**src/rtl/por_marker_pkg.sv**
```systemverilog
package por_marker_pkg;
    typedef enum logic [1:0] {
        ST_HOLD    = 2'd0,
        ST_MARK_HI = 2'd1,
        ST_MARK_LO = 2'd2,
        ST_DONE    = 2'd3
    } pm_state_e;
endpackage

```
**src/rtl/pmg_sync.sv**
```systemverilog
module pmg_sync #(
    parameter int STAGES  = 2,
    parameter bit RST_VAL = 1'b1
) (
    input  logic clk,
    input  logic rst,
    input  logic d,
    output logic q
);
    generate
        if (STAGES == 1) begin : g_single
            logic q_r;
            always_ff @(posedge clk or posedge rst) begin
                if (rst) q_r <= RST_VAL;
                else     q_r <= d;
            end
            assign q = q_r;
        end else begin : g_chain
            logic [STAGES-1:0] sh_r;
            always_ff @(posedge clk or posedge rst) begin
                if (rst) sh_r <= {STAGES{RST_VAL}};
                else     sh_r <= {sh_r[STAGES-2:0], d};
            end
            assign q = sh_r[STAGES-1];
        end
    endgenerate
endmodule

```
**src/rtl/pmg_timer.sv**
```systemverilog
module pmg_timer #(
    parameter int W = 8
) (
    input  logic         clk,
    input  logic         rst,
    input  logic         clr,
    output logic [W-1:0] count
);
    always_ff @(posedge clk or posedge rst) begin
        if (rst)      count <= '0;
        else if (clr) count <= '0;
        else          count <= count + 1'b1;
    end
endmodule

```
**src/rtl/pmg_cancel_det.sv**
```systemverilog
module pmg_cancel_det #(
    parameter int LEN = 4
) (
    input  logic clk,
    input  logic rst,
    input  logic sample_en,
    input  logic line_lvl,
    output logic hit
);
    localparam int CW = $clog2(LEN + 1);
    localparam logic [CW-1:0] LAST = CW'(LEN - 1);

    logic [CW-1:0] run_q;

    assign hit = sample_en && !line_lvl && (run_q == LAST);

    // Only qualifying samples move the run; all other cycles hold it.
    always_ff @(posedge clk or posedge rst) begin
        if (rst) begin
            run_q <= '0;
        end else if (sample_en) begin
            if (line_lvl)            run_q <= '0;
            else if (run_q != LAST)  run_q <= run_q + 1'b1;
        end
    end

    assert_run_bound_R6: assert property (@(posedge clk) disable iff (rst)
        run_q <= LAST);

    assert_high_clears_R7: assert property (@(posedge clk) disable iff (rst)
        (sample_en && line_lvl) |=> (run_q == '0));
endmodule

```
**src/rtl/por_marker_gen.sv**
```systemverilog
module por_marker_gen
    import por_marker_pkg::*;
#(
    parameter int HALF_PERIOD = 2000,
    parameter int RST_HOLD    = 4096,
    parameter int CANCEL_LEN  = 600,
    parameter int SYNC_STAGES = 2
) (
    input  logic clk,
    input  logic supply_low,
    input  logic pin_in,
    output logic pin_oe,
    output logic pin_out,
    output logic load_defaults,
    output logic marker_active
);
    localparam int CMAX = (HALF_PERIOD > RST_HOLD) ? HALF_PERIOD : RST_HOLD;
    localparam int TW   = $clog2(CMAX + 1);
    localparam logic [TW-1:0] HOLD_LAST = TW'(RST_HOLD - 1);
    localparam logic [TW-1:0] HALF_LAST = TW'(HALF_PERIOD - 1);
    localparam logic [TW-1:0] BLANK     = TW'(SYNC_STAGES);

    pm_state_e state_q, state_d;
    logic [TW-1:0] tmr_q;
    logic tmr_clr, line_sync, sample_en, cancel_hit;

    pmg_sync #(.STAGES(SYNC_STAGES), .RST_VAL(1'b1)) u_sync (
        .clk(clk), .rst(supply_low), .d(pin_in), .q(line_sync)
    );

    pmg_timer #(.W(TW)) u_timer (
        .clk(clk), .rst(supply_low), .clr(tmr_clr), .count(tmr_q)
    );

    // Samples taken during blanking still reflect our own low drive.
    assign sample_en = (state_q == ST_MARK_HI) && (tmr_q >= BLANK);

    pmg_cancel_det #(.LEN(CANCEL_LEN)) u_cancel (
        .clk(clk), .rst(supply_low), .sample_en(sample_en),
        .line_lvl(line_sync), .hit(cancel_hit)
    );

    // Next-state logic
    always_comb begin
        state_d = state_q;
        tmr_clr = 1'b0;
        unique case (state_q)
            ST_HOLD: begin
                if (tmr_q == HOLD_LAST) begin
                    state_d = ST_MARK_HI;
                    tmr_clr = 1'b1;
                end
            end
            ST_MARK_HI: begin
                if (cancel_hit) begin
                    state_d = ST_DONE;
                    tmr_clr = 1'b1;
                end else if (tmr_q == HALF_LAST) begin
                    state_d = ST_MARK_LO;
                    tmr_clr = 1'b1;
                end
            end
            ST_MARK_LO: begin
                if (tmr_q == HALF_LAST) begin
                    state_d = ST_MARK_HI;
                    tmr_clr = 1'b1;
                end
            end
            ST_DONE: begin
                tmr_clr = 1'b1;
            end
        endcase
    end

    // State register
    always_ff @(posedge clk or posedge supply_low) begin
        if (supply_low) state_q <= ST_HOLD;
        else            state_q <= state_d;
    end

    // Outputs
    always_comb begin
        pin_oe        = 1'b0;
        pin_out       = 1'b1;
        load_defaults = 1'b0;
        marker_active = 1'b0;
        unique case (state_q)
            ST_HOLD:    load_defaults = 1'b1;
            ST_MARK_HI: marker_active = 1'b1;
            ST_MARK_LO: begin
                marker_active = 1'b1;
                pin_oe        = 1'b1;
                pin_out       = 1'b0;
            end
            ST_DONE:    ;
        endcase
    end

    assert_drive_low_only_R4: assert property (@(posedge clk) disable iff (supply_low)
        pin_oe |-> (!pin_out && marker_active));

    assert_no_overlap_R1: assert property (@(posedge clk) disable iff (supply_low)
        !(load_defaults && marker_active));

    assert_start_high_R3: assert property (@(posedge clk) disable iff (supply_low)
        $fell(load_defaults) |-> (marker_active && !pin_oe));

    assert_done_sticky_R8: assert property (@(posedge clk) disable iff (supply_low)
        (state_q == ST_DONE) |=> (state_q == ST_DONE && !pin_oe && !marker_active));

    assert_cancel_cause_R6: assert property (@(posedge clk) disable iff (supply_low)
        $fell(marker_active) |-> $past(cancel_hit));

    assert_low_half_hold_R4: assert property (@(posedge clk) disable iff (supply_low)
        (state_q == ST_MARK_LO && tmr_q != HALF_LAST) |=> (state_q == ST_MARK_LO));
endmodule

```
**config.mk**
```make
export PLATFORM = sky130hd
export DESIGN_NAME = por_marker_gen
export DESIGN_NICKNAME = d
export VERILOG_FILES = /design/src/rtl/por_marker_pkg.sv /design/src/rtl/pmg_sync.sv /design/src/rtl/pmg_timer.sv /design/src/rtl/pmg_cancel_det.sv /design/src/rtl/por_marker_gen.sv
export SDC_FILE = /design/constraint.sdc
export NUM_CORES = 1
export LEC_CHECK = 0
export CAP_MARGIN = 10
export CORE_UTILIZATION = 50
export DETAILED_ROUTE_END_ITERATION = 8
export DONT_BUFFER_PORTS = 1
export PLACE_DENSITY_LB_ADDON = 0.15
export SLEW_MARGIN = 5
export SYNTH_ARGS = -nofsm -noshare
export SYNTH_HDL_FRONTEND = slang
export SYNTH_SLANG_ARGS = --single-unit
```
**constraint.sdc**
```tcl
create_clock -name clk -period 2.75 [get_ports clk]
set_clock_uncertainty 0.1 [all_clocks]
set_input_delay 0.55 -clock clk [delete_from_list [all_inputs] [get_ports clk]]
set_output_delay 0.55 -clock clk [all_outputs]
set_load 0.02 [all_outputs]
```
# Word-level counts from Yosys, hierarchy flattened
# Index checks and enable logic that the tools add are counted.
# op_classes
reduce_logical	10
muxes	16
eq_ne	10
addsub	2
magnitude_cmp	1
# ops
cell	n
$mux W10	2
$add A13 B1 Y13 const B	1
$eq A13 B11 Y1 const B	1
$eq A13 B12 Y1 const B	1
$ge A13 B2 Y1 const B	1
$mux W13	1
$add A10 B1 Y10 const B	1
$eq A10 B10 Y1 const B	1
$ne A10 B10 Y1 const B	1
$mux W2	4
$mux W1	7
$pmux W2 S3	1
$eq A2 B2 Y1 const B	2
$ne A2 B2 Y1 const B	2
$pmux W1 S4	1
$reduce_and A4 Y1	1
$logic_and A1 B1 Y1	3
$ne A3 B2 Y1 const B	1
$reduce_bool A3 Y1	1
$eq A2 B1 Y1 const B	1
$logic_not A2 Y1	1
$reduce_and A2 Y1	1
$reduce_bool A2 Y1	1
$reduce_or A2 Y1	1
$logic_not A1 Y1	1
# totals
reg_bits	27
word_cells	43
out_inout_bits	4

# Depth between registers and ports, before layout
# Gate-level depths: netlist of the first run.
# logic_depth
ltp_word	7
mapped_depth	8

# Hierarchy
# From an unflattened synthesis of the first run, not the netlist that was laid out.
# unflattened
cells_unflattened	163
hier_area_um2	1569.0
# by_module_without_submodules
mod	area_per_inst_um2	n_inst	cells_per_inst	seq_area_each_um2
pmg_cancel_det	619.3	1	68	250.2
pmg_timer	609.3	1	60	325.3
por_marker_gen	284.0	1	32	50.0
pmg_sync	56.3	1	3	52.6

# Least setup slack after synthesis of the first run
# OpenSTA, ideal clock, no wires.
# synth_timing
path_type	flip-flop to flip-flop
startpoint	reg u_cancel.run_q[0]
endpoint	reg u_cancel.run_q[2]
arrival_time_ps	1859
setup_time_ps	130
synth_period_minus_slack_ps	2089
required_ps	2520
stages_incl_launch_ff	8
slack_ps	661
n_path_buf	1
path_cell_list	dfrtp_1 > ha_1 > or4bb_1 > nor3_2 > nand2b_1 > or2_2 > clkbuf_1 > o21ai_0
# synth_via
elab_chain_cells	3
word_cells_on_any_way	6
cone_classes	add/sub: 1; eq/ne: 1; mux: 2; reduce/logical: 2
# synth_rtl
item	line_no	text
from (decl)	pmg_cancel_det.sv:13	logic [CW-1:0] run_q;
from (signal assigned)	pmg_cancel_det.sv:23	else if (run_q != LAST) run_q <= run_q + 1'b1;
$add A10 B1 Y10 / $ne A10 B10 Y1 (equally long branches)	pmg_cancel_det.sv:23	
$mux W10 / $reduce_bool A2 Y1 (equally long branches)	-	
$mux W10 / $reduce_and A2 Y1 (equally long branches)	-	
# Several ways; a longest one is shown, not always the timed one. The select of a mux whose other input is x is not followed.
# A chain may end at the register's enable or synchronous reset.

# Worst setup path in the final report of the first run
# Ends and elaborated chain as after synthesis.

==> impl_metrics.yaml, run 1 <==
global_route:
  antenna_found_initial: 0
  grt_pass1_vias: 1109
  grt_max_degree: 28
  grt_pass1_wl_mm: 5.15
  grt_use_total_pct: 20.0
  grt-ovfl-total: 0
worst_hold_path:
  hold_path.class: "primary input to async pin"
synth:
  synth_area_leader_cell: "dfrtp_1"
  ys_async_sr_fraction_pct: 100
  syn_inst: 161
  ys_ff_latch: 27
  netlist.area_leader.share_pct: 41.2
  synth_flop_cell: "dfrtp_1"
  syn-num-nets: 172
  ys_warn_count: 0
  synth.top_cells.by_area: "dfrtp_1 41%, ha_1 6.6%, nor2_1 5.9%"
  seq_area_frac_synth_pct: 44.7
  synthesis.area_um2: 1520
  avgSynthCellArea_um2: 9.43
  synth_edf_count: 0
  synth_cell_types: 38
run_status:
  outcome: "completed"
critical_path:
  cp.arrival_ps: 2530
  path_class: "flop to flop"
  worst_setup_path_end_kind: "flop"
  crit_required_ps: 2840
  reg2reg_from: "u_cancel.run_q[0]"
  crit_start: "u_cancel.run_q[0]"
  cp-start-kind: "flop"
  cp_max_fo: 15
placement:
  dpl_worst_slack_ps: 356
  gp_congestion: 0.816
  port_buffers: 0
  dpl.hpwl_mm: 2.06
cts:
  cts_htree_levels: 1
  cts.sink_count: 27
  numCtsBuffers: 3
  clk_pin_slew_ps: 160
  cts-root-buf: "clkbuf_4"
  cts_hold_buf: 0
  post_cts.repair.setup_buffers: 0
  cts_tree: "yes"
  cts-resized-gates: 0
  clk_latency_ps: 330
  cts_max_path_buffers: 2
detailed_routing:
  first_iter_violations: 40
  drt-total-wl_mm: 2.89
  drc: 0
  wl_per_cell_um: 14.9
  vias: 1169
  routed_via_density: 6.03
  first_pass_iters: 4
  antenna_left: 0
timing:
  rsz0062_at_grt: "no"
  slew_headroom_pct: 69.4
  setup_ws_ps: 312
  fin_setup_tns_ps: 0
  max_freq_mhz: 410
  hold_violations: 0
  setup_viol: 0
  tightest_slew_ps: 458
  drv_slew: 0
  min_period_ps: 2440
  timing.final.crit_share_pct: 88.6
power_and_ir_drop:
  p_leak_uw: 0.000681
  power_density_nw_per_um2: 372
  max-vdd-ir-drop_mv: 0.209
cells_and_area:
  area_growth_pct: 4.04
  n_fill_cell: 257
  n_antenna_cell: 0
  drive_above_1_share_pct: 9.20
  nets: 175
job:
  maxCapViolations: 0
die:
  pin_count: 7
  fp.dieArea_um2: 3260
  core_area_um2: 2810
  die_h_um: 57.1
  initial_core_util_pct: 54.1
  die_w_um: 57.1
  num_rows: 19
per-stage QoR:
step	utilization [%]	hold WS [ps]	area (um^2)	total power (uW)	instances
floorplan	-	245	1520	418	161
global placement	55.3	248	1550	421	190
detailed placement	55.3	249	1550	422	190
CTS	56.3	56.5	1580	597	194
global route	56.3	60.2	1580	612	194
finish	56.3	43.5	1580	587	194
synthesized netlist by cell type (3+ instances only):
cell type,count
ha_1,8
nand3_1,9
inv_1,7
o21ai_0,11
xor2_1,6
nor2_1,24
nor4_1,6
dfrtp_1,25
a31oi_1,3
nand2b_1,5
xnor2_1,4
nand2_1,17
path summary, 6_finish.rpt:
kind                                           to  slack, ps  cells past startpoint
setup / recovery                u_cancel.run_q[2]        310                      6
hold reg to reg            u_sync.g_chain.sh_r[1]        270                      0
max in group asynchronous  u_sync.g_chain.sh_r[0]       2190                      2
min in group clk           u_sync.g_chain.sh_r[0]        120                      0
hold / removal                  u_timer.count[10]         40                      2
setup reg to reg                u_cancel.run_q[2]        310                      6
cell families after synthesis:
logic type	after synthesis	synth area share, %
AO/OA/AOI/OAI	26	12.0
XOR/XNOR	10	5.77
adder cells (fa/ha/maj)	8	6.60
buffers and inverters	11	3.05
flip-flops	27	44.7
multiplexers	2	1.32
AND/OR/NAND/NOR	77	26.6
power by group:
part,switching (uW),internal [uW]
Clock,119,54.4
Sequential,2.79,400
Combinational,8.57,2.63
worst max-delay path, cell delays in order, from the launching register on:
cell and delay (ps):
dfrtp_1 440, ha_1 230, or4bb_1 500, nor3_2 240, nand2b_1 420, or2_2 260
o21ai_0 120
cell type report:
cell class | count | area (um^2) | share of cell area (%)
clock buffers | 3 | 22.5 | 1.43
clock inverters | 1 | 5.00 | 0.317
inverters | 7 | 26.3 | 1.66
multi-input cells | 123 | 793 | 50.2
flip-flops and latches | 27 | 678 | 42.9
well taps | 31 | 38.8 | 2.46
repair buffers | 2 | 15.0 | 0.951
flip-flops by register name (all words and copies together) (netlist names):
register,cells
u_cancel.run_q,10
u_sync.g_chain.sh_r,2
state_q,2
u_timer.count,13
layout by cell type, fill, tap and decap left out, types with 3 or more instances in the layout:
cell      instances
a31oi_1           3
clkbuf_4          3
dfrtp_1          25
ha_1              8
inv_1             7
nand2_1          17
nand2b_1          5
nand3_1           9
nor2_1           24
nor4_1            6
o21ai_0          11
xnor2_1           4
xor2_1            6
per-layer routing:
layer	global-route usage, %	vias to the layer above	share of wire, %
met5	0	-	0
met4	5.23	0	0.52
met3	2.49	2	2.6
met2	31.6	18	44
met1	29.1	571	53
li1	-	578	-
(Power assumes the default switching activity.)
==> run 2: changes to the inputs <==
CORE_UTILIZATION = 62   (was 50)
==> run 2 against run 1 <==
Compared with the run above: sequential power about the same; sequential share of layout area unchanged; core utilization increased by 14 points; critical path type unchanged; highest routed layer unchanged; hold slack got worse by 22 ps; largest cell class unchanged; register-to-register slack about the same; clock-buffer cell count unchanged; clock power increased by 11%; first-iteration DRC count decreased by 48%.
==> impl_metrics.yaml, run 2 (same netlist as run 1, synthesis figures left out) <==
die:
  die_w_um: 51.5
  die_h_um: 51.5
  fp.dieArea_um2: 2650
  pin_count: 7
  num_rows: 17
  core_area_um2: 2250
  initial_core_util_pct: 67.3
critical_path:
  path_class: "flop to flop"
  cp.arrival_ps: 2570
  cp-start-kind: "flop"
  crit_required_ps: 2890
  worst_setup_path_end_kind: "flop"
  cp_max_fo: 15
  cp_cell_sequence: "ha_1 > or4bb_1 > nor3_2 > nand2b_1 > or2_2 > o21ai_0"
  slowest_delay_ps: 510
  slowest_stage: "or4bb_1"
placement:
  dpl.hpwl_mm: 2.06
  port_buffers: 0
  gp_congestion: 0.869
timing:
  holdWs_ps: 21.7
  timing.final.crit_share_pct: 88.4
  max_freq_mhz: 411
  hold_violations: 0
  setup_viol: 0
  rsz0062_at_grt: "no"
  fin_setup_tns_ps: 0
  slew_headroom_pct: 68.2
  tightest_slew_ps: 476
  drv_slew: 0
  min_period_ps: 2430
global_route:
  grt_use_total_pct: 25.9
  grt_max_degree: 28
  grt-ovfl-total: 0
  grt_pass1_vias: 1128
  antenna_found_initial: 0
  grt_pass1_wl_mm: 5.01
detailed_routing:
  first_iter_violations: 21
  drt-total-wl_mm: 2.85
  first_pass_iters: 4
  wl_per_cell_um: 14.9
  antenna_left: 0
  drc: 0
  routed_via_density: 6.20
  vias: 1185
cells_and_area:
  largest_reg_flops: 13
  layout_commonest_cell: "dfrtp_1"
  largest_registers: "u_timer.count (13), u_cancel.run_q (10)"
  drive_above_1_share_pct: 9.20
  nets: 175
  final_cell_mix: "25 x dfrtp_1, 24 x nor2_1, 17 x nand2_1"
  top_register: "u_timer.count"
  area_growth_pct: 4.04
  fin_util_pct: 70.0
  n_antenna_cell: 0
cts:
  cts-root-buf: "clkbuf_4"
  clk_latency_ps: 340
  clk_pin_slew_ps: 160
  cts_max_path_buffers: 2
  cts.sink_count: 27
  cts_tree: "yes"
  cts-resized-gates: 0
  cts_hold_buf: 0
  post_cts.repair.setup_buffers: 0
  numCtsBuffers: 3
  cts_htree_levels: 1
run_status:
  outcome: "completed"
power_and_ir_drop:
  max-vdd-ir-drop_mv: 0.411
  p_leak_uw: 0.000681
  power_density_nw_per_um2: 383
job:
  maxCapViolations: 0
worst_hold_path:
  hold_path.class: "primary input to async pin"
run 2: final cells by class:
| class | instances | area [um^2] |
|---|---|---|
| Fill cell | 183 | 676 |
| Inverter | 7 | 26.3 |
| Clock buffer | 3 | 22.5 |
| Timing Repair Buffer | 2 | 15.0 |
| Multi-Input combinational cell | 123 | 793 |
| Tap cell | 28 | 35.0 |
| Clock inverter | 1 | 8.76 |
| Sequential cell | 27 | 678 |
run 2: through the flow:
step | cells | cell area, um^2 | power [uW] | setup WS, ps
5_1_grt | 191 | 1580 | 624 | 143
3_5_place_dp | 187 | 1550 | 422 | 353
4_1_cts | 191 | 1580 | 610 | 327
6_report | 191 | 1580 | 605 | 320
2_1_floorplan | 161 | 1520 | 418 | 661
3_3_place_gp | 187 | 1550 | 421 | 400
run 2: per-layer routing:
metal / GRT usage, % / up-vias / wire, um
met1: 36.8 / 584 / 1430
met4: 10.8 / 0 / 46
met3: 3.87 / 5 / 66
met2: 39.4 / 19 / 1310
li1: - / 577 / -
met5: 0 / - / 0
run 2: path summary, 6_finish.rpt:
check                      slack (ps)                    from  cells after the start                     end
setup reg to reg                  320       u_cancel.run_q[0]                      6       u_cancel.run_q[2]
min in group clk                   80                  pin_in                      0  u_sync.g_chain.sh_r[0]
setup / recovery                  320       u_cancel.run_q[0]                      6       u_cancel.run_q[2]
hold reg to reg                   270  u_sync.g_chain.sh_r[0]                      0  u_sync.g_chain.sh_r[1]
hold / removal                     20              supply_low                      2        u_timer.count[7]
max in group asynchronous        2240              supply_low                      2  u_sync.g_chain.sh_r[1]
run 2: critical path: cells and delay by family (launching register included):
kind,cells,cell delay (ps)
fa+ha+maj,1,220
simple gates,4,1430
compound gates,1,110
flops,1,450
run 2: report_power, final:
part | total (uW) | switching, uW | internal [uW]
logic | 10.9 | 8.30 | 2.63
clock network | 192 | 132 | 59.7
registers | 403 | 2.90 | 400
total | 605 | 143 | 462
==> run 3: changes to the inputs <==
--- a/config.mk
+++ b/config.mk
@@ -7,2 +7,3 @@
 export LEC_CHECK = 0
+export ABC_AREA = 1
 export CAP_MARGIN = 10
==> constraint.sdc (replaced) <==
create_clock -name clk -period 2.75 [get_ports clk]
set_clock_uncertainty 0.1 [all_clocks]
set_input_delay 0 -clock clk [delete_from_list [all_inputs] [get_ports clk]]
set_output_delay 0 -clock clk [all_outputs]
set_load 0.02 [all_outputs]
==> run 3 against run 2 <==
Compared with the run above: area after synthesis is 12% higher; maximum frequency increased by 18%; critical path depth is 4 higher; clock-buffer cell count unchanged; sequential share of layout area fell by 4.3 points; first-iteration DRC count rose by 67%; global-route usage is 0.92 points lower; total power shrank 3.6%; wire length increased by 9.9%; final cell count grew 27%; largest cell class unchanged.
==> impl_metrics.yaml, run 3 <==
run_status:
  outcome: "completed"
cts:
  cts.sink_count: 27
  clk_pin_slew_ps: 140
  cts-resized-gates: 0
  cts-root-buf: "clkbuf_4"
  numCtsBuffers: 3
  clk_latency_ps: 330
  cts_htree_levels: 1
  cts_max_path_buffers: 2
  cts_tree: "yes"
timing:
  hold_violations: 0
  timing.final.crit_share_pct: 75.2
  fin_setup_tns_ps: 0
  rsz0062_at_grt: "no"
  slew_headroom_pct: 34.6
  tightest_slew_ps: 981
  setup_ws_ps: 682
  min_period_ps: 2070
  setup_viol: 0
  max_freq_mhz: 484
  drv_slew: 0
synth:
  synthesis.area_um2: 1710
  ys_async_sr_fraction_pct: 100
  syn_inst: 209
  synth_area_leader_cell: "dfrtp_1"
  synth_edf_count: 0
  netlist.area_leader.share_pct: 36.7
  synth_common_cells: "37 x nand2_1, 27 x nor2_1, 25 x dfrtp_1"
  syn-num-nets: 220
  synth_cell_types: 27
  synth.top_cells.by_area: "dfrtp_1 37%, nand2_1 8.1%, nor2_1 5.9%"
  synth_flop_cell: "dfrtp_1"
  seq_area_frac_synth_pct: 39.8
  yosysMostFrequentCell: "nand2_1"
  avgSynthCellArea_um2: 8.16
  ys_ff_latch: 27
  ys_warn_count: 0
critical_path:
  reg2reg_to: "u_timer.count[5]"
  reg2reg_from: "u_timer.count[0]"
  worst_setup_path_end_kind: "flop"
  cp-start-kind: "flop"
  cp_max_fo: 12
  cp.arrival_ps: 2200
  path_class: "flop to flop"
  reg2reg_slack_ps: 680
  crit_required_ps: 2880
  reg2reg_depth: 10
cells_and_area:
  top_register: "u_timer.count"
  n_fill_cell: 219
  area_growth_pct: 3.01
  drive_above_1_share_pct: 17.9
  n_antenna_cell: 0
  largest_reg_flops: 13
  largest_registers: "u_timer.count (13), u_cancel.run_q (10)"
  layout_commonest_cell: "nand2_1"
  nets: 224
  final_cell_mix: "37 x nand2_1, 27 x nor2_1, 25 x dfrtp_1"
detailed_routing:
  first_iter_violations: 35
  routed_via_density: 5.69
  drt-total-wl_mm: 3.13
  vias: 1377
  drc: 0
  wl_per_cell_um: 12.9
  antenna_left: 0
  first_pass_iters: 4
power_and_ir_drop:
  power_density_nw_per_um2: 332
  max-vdd-ir-drop_mv: 0.264
  p_leak_uw: 0.000786
worst_hold_path:
  min_to: "u_sync.g_chain.sh_r[0]"
  hp-start: "pin_in"
  hold_path.class: "primary input to flop"
  hold_path_depth: 1
global_route:
  grt_use_total_pct: 25.0
  grt_pass1_wl_mm: 5.29
  grt-ovfl-total: 0
  antenna_found_initial: 0
  grt_max_degree: 28
  grt_pass1_vias: 1300
die:
  die_h_um: 54.4
  num_rows: 18
  die_w_um: 54.4
  initial_core_util_pct: 67.0
  core_area_um2: 2540
  fp.dieArea_um2: 2960
  pin_count: 7
placement:
  dpl_worst_slack_ps: 737
  port_buffers: 0
  gp_congestion: 0.869
  dpl.hpwl_mm: 2.41
job:
  maxCapViolations: 0
==> run 3: logic make-up after synthesis <==
family / share of synthesized area, %
compound gates: 10.1
xor+xnor: 6.68
fa+ha+maj: 5.87
buf+inv: 8.36
flops: 39.8
simple gates: 29.3
==> run 3: layer usage <==
layer / GRT usage (%) / routed length [um] / vias up / share of wire, %
met2: 41.9 / 1440 / 46 / 46
met1: 31.4 / 1500 / 642 / 48
met5: 0 / 0 / - / 0
li1: - / - / 678 / -
met4: 12.8 / 68 / 0 / 2.2
met3: 3.06 / 126 / 11 / 4.0
==> run 3: metrics by stage <==
step	power [uW]	hold WS (ps)	instances	area, um^2	utilization (%)
after floorplan	415	-95.5	209	1710	-
after global placement	418	-95.5	236	1710	67.2
after detailed placement	418	-95.5	236	1710	67.2
after CTS	590	86.6	242	1760	69.0
after global routing	601	89.4	242	1760	69.0
final	584	95.0	242	1760	69.0
==> run 3: final cells by class <==
type	instances	area [um^2]	share of cell area (%)
clock buffer	3	22.5	1.28
clock inverter	1	5.00	0.285
inverter	29	109	6.20
multi-input combinational	150	885	50.4
sequential	27	678	38.6
tap	30	37.5	2.14
timing repair buffer	2	20.0	1.14
==> run 3: power breakdown <==
part           leakage (uW)  switching, uW  internal, uW
combinational      0.000412           8.94          2.16
sequential         0.000356           1.58           400
clock             0.0000177            117          54.6
==> run 3: worst max-delay path by stage <==
stage / end / startpoint / slack (ps) / cells past startpoint
floorplan: u_timer.count[0] / u_timer.count[0] / 1170 / 9
finish: u_timer.count[5] / u_timer.count[0] / 680 / 10
global route: u_timer.count[5] / u_timer.count[0] / 520 / 10
CTS: u_timer.count[5] / u_timer.count[0] / 710 / 10
global placement: u_timer.count[3] / u_timer.count[0] / 820 / 10
detailed placement: u_timer.count[5] / u_timer.count[0] / 740 / 10
==> run 3: what timing repair did <==
item | in CTS | in global routing
hold endpoints to repair | 26 | 0
hold buffers | 2 | 0
setup buffers | 0 | 0
==> run 3: critical path, cell delays in order (launching register included) <==
cell     delay (ps)
dfrtp_1         430
ha_1            230
nand3_2         140
inv_2            90
nand2_1          90
nor2_2          110
nor2_2           60
inv_1           440
nand2_1         140
nand2_1          80
nor2_1           50
